$ cat config.mk
export PLATFORM = sky130hd
export DESIGN_NAME = boost_sst_seq
export DESIGN_NICKNAME = d
export VERILOG_FILES = /design/src/rtl/sst_pkg.sv /design/src/rtl/sst_off_timer.sv /design/src/rtl/sst_staircase.sv /design/src/rtl/boost_sst_seq.sv
export SDC_FILE = /design/constraint.sdc
export NUM_CORES = 1
export LEC_CHECK = 0
export ABC_CLOCK_PERIOD_IN_PS = 2500
export CAP_MARGIN = 5
export CELL_PAD_IN_SITES_DETAIL_PLACEMENT = 0
export CELL_PAD_IN_SITES_GLOBAL_PLACEMENT = 1
export CORE_MARGIN = 2
export CORE_UTILIZATION = 35
export DETAILED_ROUTE_END_ITERATION = 6
export GPL_ROUTABILITY_DRIVEN = 0
export GPL_TIMING_DRIVEN = 0
export HOLD_SLACK_MARGIN = 0.1
export PLACE_DENSITY_LB_ADDON = 0.1
export SLEW_MARGIN = 40
export SYNTH_ARGS = -nofsm -noshare
export SYNTH_HDL_FRONTEND = slang
export SYNTH_HIERARCHICAL = 1
export SYNTH_SLANG_ARGS = --single-unit
export TNS_END_PERCENT = 1
$ cat constraint.sdc
create_clock -name clk -period 2.5 [get_ports clk]
set_input_delay 0.25 -clock clk [delete_from_list [all_inputs] [get_ports clk]]
set_output_delay 0.25 -clock clk [all_outputs]
set_load 0.02 [all_outputs]
$ cat src/rtl/sst_pkg.sv
package sst_pkg;

    typedef enum logic [1:0] {
        ST_OFF   = 2'd0,
        ST_SOFT  = 2'd1,
        ST_RUN   = 2'd2,
        ST_FAULT = 2'd3
    } sst_state_e;

    localparam int CODE_W    = 4;
    localparam int STEPS     = 8;
    localparam int OFF_TICKS = 28;
    localparam int FAST_DIV  = 1;
    localparam int SLOW_DIV  = 2;

    function automatic int step_period(input logic slow, input int fast_div, input int slow_div);
        return slow ? slow_div : fast_div;
    endfunction

endpackage

$ cat src/rtl/sst_off_timer.sv
module sst_off_timer #(
    parameter int OFF_TICKS = 28,
    localparam int CW = $clog2(OFF_TICKS + 1)
) (
    input  logic clk,
    input  logic rst,
    input  logic active,
    input  logic en_in,
    input  logic tick_ms,
    output logic expire
);
    logic [CW-1:0] cnt_q;

    assign expire = active && !en_in && tick_ms && (cnt_q == CW'(OFF_TICKS - 1));

    always_ff @(posedge clk) begin
        if (rst || !active || en_in || expire) begin
            cnt_q <= '0;
        end else if (tick_ms) begin
            cnt_q <= cnt_q + 1'b1;
        end
    end

    AST_OFF_CNT_BOUND: assert property (@(posedge clk) disable iff (rst)
        cnt_q < CW'(OFF_TICKS));

    AST_EN_HIGH_CLEARS: assert property (@(posedge clk) disable iff (rst)
        en_in |=> (cnt_q == '0));

endmodule

$ cat src/rtl/sst_staircase.sv
module sst_staircase
    import sst_pkg::*;
#(
    parameter int CODE_W   = 4,
    parameter int STEPS    = 8,
    parameter int FAST_DIV = 1,
    parameter int SLOW_DIV = 2,
    localparam int TW = $clog2(SLOW_DIV + 1)
) (
    input  logic              clk,
    input  logic              rst,
    input  logic              load,
    input  logic              active,
    input  logic              tick_ms,
    input  logic              low_duty,
    output logic [CODE_W-1:0] code,
    output logic              done
);
    logic [TW-1:0]     tcnt_q;
    logic [CODE_W-1:0] code_q;
    logic [TW:0]       tcnt_inc;
    logic [TW:0]       period;
    logic              advance;

    assign tcnt_inc = {1'b0, tcnt_q} + 1'b1;
    assign period   = (TW+1)'(step_period(low_duty, FAST_DIV, SLOW_DIV));
    assign advance  = active && tick_ms && (tcnt_inc >= period);
    assign done     = advance && (code_q == CODE_W'(STEPS - 1));
    assign code     = code_q;

    always_ff @(posedge clk) begin
        if (rst) begin
            code_q <= '0;
            tcnt_q <= '0;
        end else if (load) begin
            code_q <= CODE_W'(1);
            tcnt_q <= '0;
        end else if (active && tick_ms) begin
            if (advance) begin
                tcnt_q <= '0;
                code_q <= code_q + 1'b1;
            end else begin
                tcnt_q <= tcnt_inc[TW-1:0];
            end
        end
    end

    AST_NO_STEP_WITHOUT_TICK: assert property (@(posedge clk) disable iff (rst)
        (!tick_ms && !load) |=> $stable(code_q));

    AST_TCNT_BOUND: assert property (@(posedge clk) disable iff (rst)
        {1'b0, tcnt_q} < (TW+1)'(SLOW_DIV));

endmodule

$ cat src/rtl/boost_sst_seq.sv
module boost_sst_seq
    import sst_pkg::*;
#(
    parameter int STEP_COUNT = sst_pkg::STEPS,
    parameter int OFF_LIMIT  = sst_pkg::OFF_TICKS,
    parameter int FAST_TICKS = sst_pkg::FAST_DIV,
    parameter int SLOW_TICKS = sst_pkg::SLOW_DIV
) (
    input  logic                      clk,
    input  logic                      rst,
    input  logic                      en_in,
    input  logic                      uv_flag,
    input  logic                      ot_flag,
    input  logic                      tick_ms,
    input  logic                      low_duty,
    output logic                      sw_en,
    output logic [sst_pkg::CODE_W-1:0] ilim_code
);
    sst_state_e        state_q, state_d;
    logic              start;
    logic              ramping;
    logic              switching;
    logic              expire;
    logic              stair_done;
    logic [CODE_W-1:0] stair_code;

    assign start     = (state_q == ST_OFF) && en_in && !uv_flag && !ot_flag;
    assign ramping   = (state_q == ST_SOFT);
    assign switching = (state_q == ST_SOFT) || (state_q == ST_RUN);

    sst_off_timer #(.OFF_TICKS(OFF_LIMIT)) u_off (
        .clk     (clk),
        .rst     (rst),
        .active  (switching),
        .en_in   (en_in),
        .tick_ms (tick_ms),
        .expire  (expire)
    );

    sst_staircase #(
        .CODE_W   (CODE_W),
        .STEPS    (STEP_COUNT),
        .FAST_DIV (FAST_TICKS),
        .SLOW_DIV (SLOW_TICKS)
    ) u_stair (
        .clk      (clk),
        .rst      (rst),
        .load     (start),
        .active   (ramping),
        .tick_ms  (tick_ms),
        .low_duty (low_duty),
        .code     (stair_code),
        .done     (stair_done)
    );

    always_comb begin
        state_d = state_q;
        case (state_q)
            ST_OFF: begin
                if (uv_flag)    state_d = ST_FAULT;
                else if (start) state_d = ST_SOFT;
            end
            ST_SOFT, ST_RUN: begin
                if (uv_flag)                             state_d = ST_FAULT;
                else if (ot_flag || expire)              state_d = ST_OFF;
                else if (state_q == ST_SOFT && stair_done) state_d = ST_RUN;
            end
            ST_FAULT: begin
                if (!uv_flag && !en_in) state_d = ST_OFF;
            end
            default: state_d = ST_OFF;
        endcase
    end

    always_ff @(posedge clk) begin
        if (rst) state_q <= ST_OFF;
        else     state_q <= state_d;
    end

    assign sw_en     = switching;
    assign ilim_code = switching ? stair_code : '0;

    AST_START_STEP_ONE: assert property (@(posedge clk) disable iff (rst)
        $rose(sw_en) |-> (ilim_code == CODE_W'(1)));

    AST_STEP_BY_ONE: assert property (@(posedge clk) disable iff (rst)
        (sw_en && $past(sw_en) && (ilim_code != $past(ilim_code)))
            |-> (ilim_code == $past(ilim_code) + 1'b1));

    AST_CODE_CEILING: assert property (@(posedge clk) disable iff (rst)
        ilim_code <= CODE_W'(STEP_COUNT));

    AST_UV_STOPS: assert property (@(posedge clk) disable iff (rst)
        uv_flag |=> !sw_en);

    AST_UV_LOCK: assert property (@(posedge clk) disable iff (rst)
        ($past(uv_flag) && !sw_en && en_in) |=> !sw_en);

    AST_OT_STOPS: assert property (@(posedge clk) disable iff (rst)
        ot_flag |=> !sw_en);

    AST_IDLE_ZERO: assert property (@(posedge clk) disable iff (rst)
        !sw_en |-> (ilim_code == '0));

endmodule

# Yosys cells after proc, flatten, opt, wreduce, memory -nomap -nowiden
# Cells that the tools add are included.
# W data, S select, Z words.
# classes
add_sub_neg,3
n_lt_le_gt_ge,1
n_eq_ne,8
n_mux,13
n_reduce_logical,28
# op_table
op,count
$mux W2,8
$logic_and A1 B1 Y1,11
$pmux W2 S3,1
$add A5 B1 Y5 const B,1
$eq A5 B5 Y1 const B,1
$logic_or A1 B1 Y1,5
$add A4 B1 Y4 const B,1
$eq A2 B2 Y1 const B,2
$eq A4 B3 Y1 const B,1
$logic_not A1 Y1,4
$mux W4,1
$ne A4 B4 Y1 const B,1
$reduce_and A2 Y1,2
$reduce_bool A2 Y1,2
$reduce_or A2 Y1,2
$add A2 B1 Y3 const B,1
$ge A3 B3 Y1,1
$mux W1,3
$ne A3 B3 Y1 const B,1
$reduce_and A3 Y1,1
$eq A2 B1 Y1 const B,1
$logic_not A2 Y1,1
$ne A2 B2 Y1 const B,1
# totals
register_bits,13
output_inout_bits,5

# Depth between registers and ports, before layout
# Gate-level depths: netlist of run 1.
# depth
depth_word,9
mapped_depth,10
mapped_depth_nobuf,9

# Cells and area by module
# Netlist of run 1, hierarchy kept.
# modules_own_cells
mod,n_inst,cells_per_inst,area_each_um2,seq_area_each_um2
sst_staircase,1,42,354.1,120.1
boost_sst_seq,1,31,247.7,40.0
sst_off_timer,1,25,241.5,100.1

# Worst setup path before layout of run 1
# OpenSTA, ideal clock, no wires.
# synth_path
path_kind,reg2reg
from,reg u_stair.tcnt_q[0]
to,reg state_q[0]
setup_ns,0.070
arrival_time_ns,2.287
required_time_ns,2.430
setup_slack_ns,0.144
path_stages_with_launch,10
n_path_buf,1
path_cell_list,dfxtp_1 inv_1 fa_1 o31a_1 buf_6 nor4b_1 nand2b_1 a2111oi_4 or3_1 a21oi_1
# synth_via
elab_chain_len,7
# synth_rtl
item,line,text
start: declaration,sst_staircase.sv:19,logic [TW-1:0] tcnt_q;
start signal: assignment,sst_staircase.sv:43,tcnt_q <= tcnt_inc[TW-1:0];
$add A2 B1 Y3,sst_staircase.sv:25,"assign tcnt_inc = {1'b0, tcnt_q} + 1'b1;"
$ge A3 B3 Y1,sst_staircase.sv:27,assign advance = active && tick_ms && (tcnt_inc >= period);
$logic_and A1 B1 Y1,sst_staircase.sv:27,
$logic_and A1 B1 Y1,sst_staircase.sv:28,assign done = advance && (code_q == CODE_W'(STEPS - 1));
named net stair_done,boost_sst_seq.sv:24,logic stair_done;
$logic_and A1 B1 Y1,boost_sst_seq.sv:66,else if (state_q == ST_SOFT && stair_done) state_d = ST_RUN;
$ne A4 B4 Y1 (no line),n/a,
$reduce_and A3 Y1 (no line),n/a,
end signal: assignment,boost_sst_seq.sv:77,else state_q <= state_d;
end: declaration,boost_sst_seq.sv:19,"sst_state_e state_q, state_d;"
# The timed path passes the listed nets, and every way through them passes these cells.
# A chain may end at the register's enable or synchronous reset.

# Final worst setup path of run 1
# layout_path
from,reg u_stair.tcnt_q[0]
to,reg state_q[1]
# Same word-level chain as after synthesis.

==> results.json, run 1 <==
{
  "yosysSeqAreaShare": 0.309,
  "crit_fanout": 10,
  "ant_nets": 0,
  "ys_warn_count": 6,
  "worst_slack_ns": 0.123,
  "drtIter0Drc": 8,
  "drt-vias-per-instance": 5.13,
  "die_y_um": 53.1,
  "fp.dieW_um": 53.1,
  "power_frac_clock": 0.174,
  "required_ns": 2.70,
  "slowest_delay_ns": 0.47,
  "dr_total_vias": 724,
  "cts_root_buf": "clkbuf_4",
  "tightestPinTransition_ns": 0.400,
  "min_period_over_period": 0.951,
  "path_class": "reg2reg",
  "routed_wl_um": 1630,
  "power_leakage_nw": 0.362,
  "cp_slowest_cell": "fa_1",
  "dp_slack_ns": -0.260,
  "start_util": 0.374,
  "yosys.area.top_type_share": 0.309,
  "utilization": 0.463,
  "fmax_mhz": 421,
  "rows": 17,
  "vdd_drop_max_v": 0.000583,
  "io-pin-count": 12,
  "r2r_slack_ns": 0.12,
  "fillers": 243,
  "fin_area_mm2": 0.00104,
  "grtUsageTotal": 0.140,
  "syn_nets": 114,
  "place_area_um2": 988,
  "area_delta_synth_final_pct": 23.9,
  "synth_edf_count": 0,
  "cts_buffers": 3,
  "netSwitchingPower_w": 0.000297,
  "dieArea_mm2": 0.00282,
  "synth_area_leader_cell": "dfxtp_1",
  "antenna_found_initial": 0,
  "switching_share": 0.395,
  "hold_path_class": "reg2reg",
  "coreArea_mm2": 0.00225,
  "synth_area_leaders": "dfxtp_1, ha_1, or3_1",
  "synth-seq-cells": 13,
  "diodes": 0,
  "grt_pass1_wl_um": 2820,
  "p_int_w": 0.000453,
  "max_slew_margin": 0.733,
  "power_w": 0.000750,
  "cp_cell_sequence": "inv_1 > fa_1 > o31a_1 > buf_6 > nor4b_4 > nand2b_4 > a2111oi_4 > or3_1 > a21oi_1",
  "path_clk_slew_ns": 0.08,
  "cts_buffer_depth": 2,
  "fin_crit_ns": 2.38,
  "layout-drive-gt1-share": 0.106,
  "syn-mean-instance-area_um2": 8.61,
  "yosysMostFrequentCell": "dfxtp_1",
  "end_kind": "flip-flop",
  "cellPowerDensity_mw_per_mm2": 718,
  "multi_input_area_um2": 574,
  "setup_violations": 0,
  "start_kind": "flip-flop",
  "cp.arrival_ns": 2.58,
  "grt_pass1_vias": 670,
  "fin_skew_ns": 0.00632,
  "seqPwrFrac": 0.341,
  "syn_inst": 98,
  "wire_per_inst_um": 11.5,
  "cts_tree": "yes",
  "synthArstFlopShare": 0,
  "clock_latency_ns": 0.28,
  "power_frac_comb": 0.485,
  "ctsHtreeMaxLevel": 1,
  "place_hpwl_um": 1230,
  "hold_viol": 0,
  "synthTopCellsByCount": "dfxtp_1, ha_1, nand2_1",
  "drv_cap": 0,
  "synthDistinctLibCells": 33,
  "drc": 0,
  "status": "finished clean",
  "netlist_area_um2": 843,
  "grt_max_degree": 11,
  "slew_violations": 0,
  "clock_sinks": 13,
  "nets": 130,
  "dr.pass1.iters": 4,
  "synth-main-ff-cell": "dfxtp_1",
  "port_buffers": 11,
  "final-seq-area_um2": 262,
  "grt-ovfl-total": 0
}
==> flip-flops by register name (all words and copies together), names as in the netlist <==
| name | cells |
|---|---|
| state_q | 2 |
| u_off/cnt_q | 5 |
| u_stair/code | 4 |
| u_stair/tcnt_q | 2 |
==> layer usage <==
metal  global-route usage  share of wire  vias up
li1                     -              -      381
met1                0.172           0.49      331
met2                0.223           0.46       10
met3               0.0593          0.044        2
met4               0.0385         0.0086        0
met5                    0              0        -
==> layout make-up <==
class | instances | share of cell area
tap | 28 | 0.0335
clock buffer | 4 | 0.0251
timing repair buffer | 11 | 0.105
sequential | 13 | 0.250
multi-input combinational | 77 | 0.550
inverter | 7 | 0.0251
buffer | 1 | 0.0108
==> kinds of logic (layout without fill, tap and decap cells) <==
logic type                 count (synthesis)  in the layout  synth area share
and+or+nand+nor                           42             42             0.276
AOI/OAI and AO/OA                         22             22             0.185
DFF                                       13             13             0.309
adders and majority gates                  9              9             0.142
buffers and inverters                      8             23            0.0445
xor gates and xnor gates                   3              3            0.0312
muxes                                      1              1            0.0119
==> power groups by stage <==
| stage | combinational, W | clock (W) | sequential, W |
|---|---|---|---|
| 3_5_place_dp | 0.000351 | 0 | 0.000260 |
| 5_1_grt | 0.000412 | 0.000146 | 0.000261 |
| 6_report | 0.000364 | 0.000131 | 0.000256 |
| 3_3_place_gp | 0.000354 | 0 | 0.000259 |
| 4_1_cts | 0.000354 | 0.000138 | 0.000255 |
| 2_1_floorplan | 0.000252 | 0 | 0.000253 |
==> worst max-delay path: cells and delay by family, from the launching register on <==
kind | cells | cell delay [ns]
simple gates | 3 | 0.77
flops | 1 | 0.36
fa+ha+maj | 1 | 0.47
compound gates | 3 | 0.49
buf+inv | 2 | 0.22
==> worst paths after layout <==
path | startpoint | end | depth (start not counted)
worst max-delay path | u_stair/tcnt_q[0] | state_q[1] | 9
worst min-delay path | u_stair/tcnt_q[1] | u_stair/tcnt_q[1] | 2
worst max register to register | u_stair/tcnt_q[0] | state_q[1] | 9
worst min register to register | u_stair/tcnt_q[1] | u_stair/tcnt_q[1] | 2
==> metrics by stage <==
stage / hold WS [ns] / std cells / setup TNS (ns)
after floorplan: 0.319 / 98 / 0
after global placement: 0.465 / 137 / -0.570
after detailed placement: 0.473 / 137 / -0.519
after CTS: 0.485 / 141 / 0
after global routing: 0.510 / 141 / -0.0184
final: 0.480 / 141 / 0
==> what timing repair did <==
action / CTS / global route
cloned: 0 / 0
buffers inserted: 0 / 0
gates resized for setup: 2 / 3
pin swaps: 1 / 1
setup endpoints to repair: 2 / 2
hold buffers: 0 / 0
==> placed cells by master (no fill, tap or decap), types with 3 or more instances in the layout <==
cell type         n
clkdlybuf4s50_1  11
nand2_1           8
nor2_1            6
inv_1             7
ha_1              8
o21ai_0           6
clkbuf_4          3
dfxtp_1          12
or3_1             6
a21oi_1           7
and2_1            5
(Power assumes the default switching activity.)
==> run 2: changes to the inputs <==
--- a/config.mk
+++ b/config.mk
@@ -9,14 +9,13 @@
 export CAP_MARGIN = 5
 export CELL_PAD_IN_SITES_DETAIL_PLACEMENT = 0
 export CELL_PAD_IN_SITES_GLOBAL_PLACEMENT = 1
-export CORE_MARGIN = 2
 export CORE_UTILIZATION = 35
 export DETAILED_ROUTE_END_ITERATION = 6
 export GPL_ROUTABILITY_DRIVEN = 0
 export GPL_TIMING_DRIVEN = 0
 export HOLD_SLACK_MARGIN = 0.1
 export PLACE_DENSITY_LB_ADDON = 0.1
-export SLEW_MARGIN = 40
+export SLEW_MARGIN = 5
 export SYNTH_ARGS = -nofsm -noshare
 export SYNTH_HDL_FRONTEND = slang
 export SYNTH_HIERARCHICAL = 1
==> results.json, run 2 (synthesis gave the netlist of run 1 again) <==
{
  "status": "finished clean",
  "power_frac_comb": 0.484,
  "cellPowerDensity_mw_per_mm2": 717,
  "antenna_found_initial": 0,
  "rsz0062_at_grt": "no",
  "drtIter0Drc": 9,
  "dieArea_mm2": 0.00261,
  "wire_per_inst_um": 11.7,
  "p_int_w": 0.000456,
  "tightestPinTransition_ns": 0.450,
  "path_clk_slew_ns": 0.08,
  "ant_nets": 0,
  "routed_wl_um": 1660,
  "final_common_cell": "dfxtp_1",
  "largest_reg_flops": 5,
  "hold_path_class": "reg2reg",
  "die_y_um": 51.1,
  "grt-ovfl-total": 0,
  "seqPwrFrac": 0.340,
  "max_slew_margin": 0.699,
  "io-pin-count": 12,
  "end_kind": "flip-flop",
  "largest-register": "u_off/cnt_q",
  "slowest_delay_ns": 0.46,
  "path_class": "reg2reg",
  "cts_buffer_depth": 2,
  "ctsHtreeMaxLevel": 1,
  "required_ns": 2.71,
  "min_period_over_period": 0.945,
  "dp_slack_ns": -0.284,
  "setup_violations": 0,
  "holdBufCountCts": 0,
  "coreArea_mm2": 0.00223,
  "r2r_slack_ns": 0.14,
  "power_leakage_nw": 0.367,
  "diodes": 0,
  "placed_cells": 137,
  "grt_pass1_vias": 638,
  "drt-vias-per-instance": 5.25,
  "cp.arrival_ns": 2.57,
  "dr_total_vias": 746,
  "fin_crit_ns": 2.36,
  "power_w": 0.000754,
  "clock_sinks": 13,
  "power_frac_clock": 0.176,
  "cts_buffers": 3,
  "fmax_mhz": 423,
  "grtUsageTotal": 0.144,
  "place_hpwl_um": 1240,
  "area_delta_synth_final_pct": 24.8,
  "fillers": 230,
  "slew_violations": 0,
  "start_util": 0.378,
  "port_buffers": 11,
  "final_cell_mix": "dfxtp_1, clkdlybuf4s50_1, nand2_1, ha_1",
  "fp.dieW_um": 51.1,
  "fin_skew_ns": 0.00350,
  "layout-drive-gt1-share": 0.114,
  "worst_slack_ns": 0.137,
  "grt_pass1_wl_um": 2740,
  "cts_root_buf": "clkbuf_4",
  "start_kind": "flip-flop",
  "clock_latency_ns": 0.28,
  "rows": 17,
  "cts_tree": "yes",
  "cp_cell_sequence": "inv_1 > fa_1 > o31a_1 > buf_6 > nor4b_4 > nand2b_4 > a2111oi_4 > or3_1 > a21oi_1",
  "dr.pass1.iters": 4,
  "nets": 131,
  "crit_fanout": 10,
  "vdd_drop_max_v": 0.000564,
  "hold_viol": 0,
  "fin_cells": 142,
  "switching_share": 0.396,
  "drv_cap": 0,
  "drc": 0,
  "cp_slowest_cell": "fa_1",
  "netSwitchingPower_w": 0.000298,
  "grt_max_degree": 11
}
==> run 2: cell count changes in the layout (fill, tap and decap cells not counted), sizes merged <==
cell	previous run	this run
buf	1	2
==> run 2: final cells by class <==
class	instances	area [um2]	share of cell area
multi-input combinational	77	574	0.546
clock buffer	4	26.3	0.0250
inverter	7	26.3	0.0250
tap	28	35.0	0.0333
buffer	1	11.3	0.0107
timing repair buffer	12	118	0.112
sequential	13	262	0.249
==> run 2: through the flow <==
stage,cell area (um2),TNS [ns],hold slack [ns],util
after global routing,1050,0,0.505,0.471
after CTS,1020,0,0.485,0.458
after detailed placement,988,-0.566,0.473,0.443
final,1050,0,0.477,0.471
after floorplan,843,0,0.319,-
after global placement,988,-0.560,0.466,0.443
==> run 2: what timing repair did <==
item                                   4_1_cts  5_1_grt
endpoints found under the hold margin        0        0
setup buffers                                0        1
gates resized for setup                      2        3
setup endpoints to repair                    2        2
pin swaps                                    0        2
==> run 2: worst paths after layout <==
check                    startpoint                 to  cells after the start
hold / removal    u_stair/tcnt_q[1]  u_stair/tcnt_q[1]                      2
setup / recovery  u_stair/tcnt_q[0]         state_q[0]                      9
hold reg to reg   u_stair/tcnt_q[1]  u_stair/tcnt_q[1]                      2
setup reg to reg  u_stair/tcnt_q[0]         state_q[0]                      9
==> run 2: worst max-delay path: cells and delay by family (launching register included) <==
kind | cells | cell delay (ns)
buffers and inverters | 2 | 0.22
adder cells (fa/ha/maj) | 1 | 0.46
AO/OA/AOI/OAI | 3 | 0.47
AND/OR/NAND/NOR | 3 | 0.77
flip-flops | 1 | 0.36
==> run 2: routing by layer <==
layer  vias to the layer above  track usage  share of wire
li1                        379            -              -
met1                       351        0.167           0.46
met2                        14        0.246           0.50
met3                         2       0.0536          0.034
met4                         0       0.0417         0.0078
met5                         -            0              0
==> run 2: power by group through the flow <==
stage	registers, W	logic (W)	clock network [W]
floorplan	0.000253	0.000252	0
global placement	0.000259	0.000349	0
detailed placement	0.000260	0.000351	0
CTS	0.000256	0.000353	0.000138
global route	0.000259	0.000409	0.000150
finish	0.000256	0.000365	0.000133
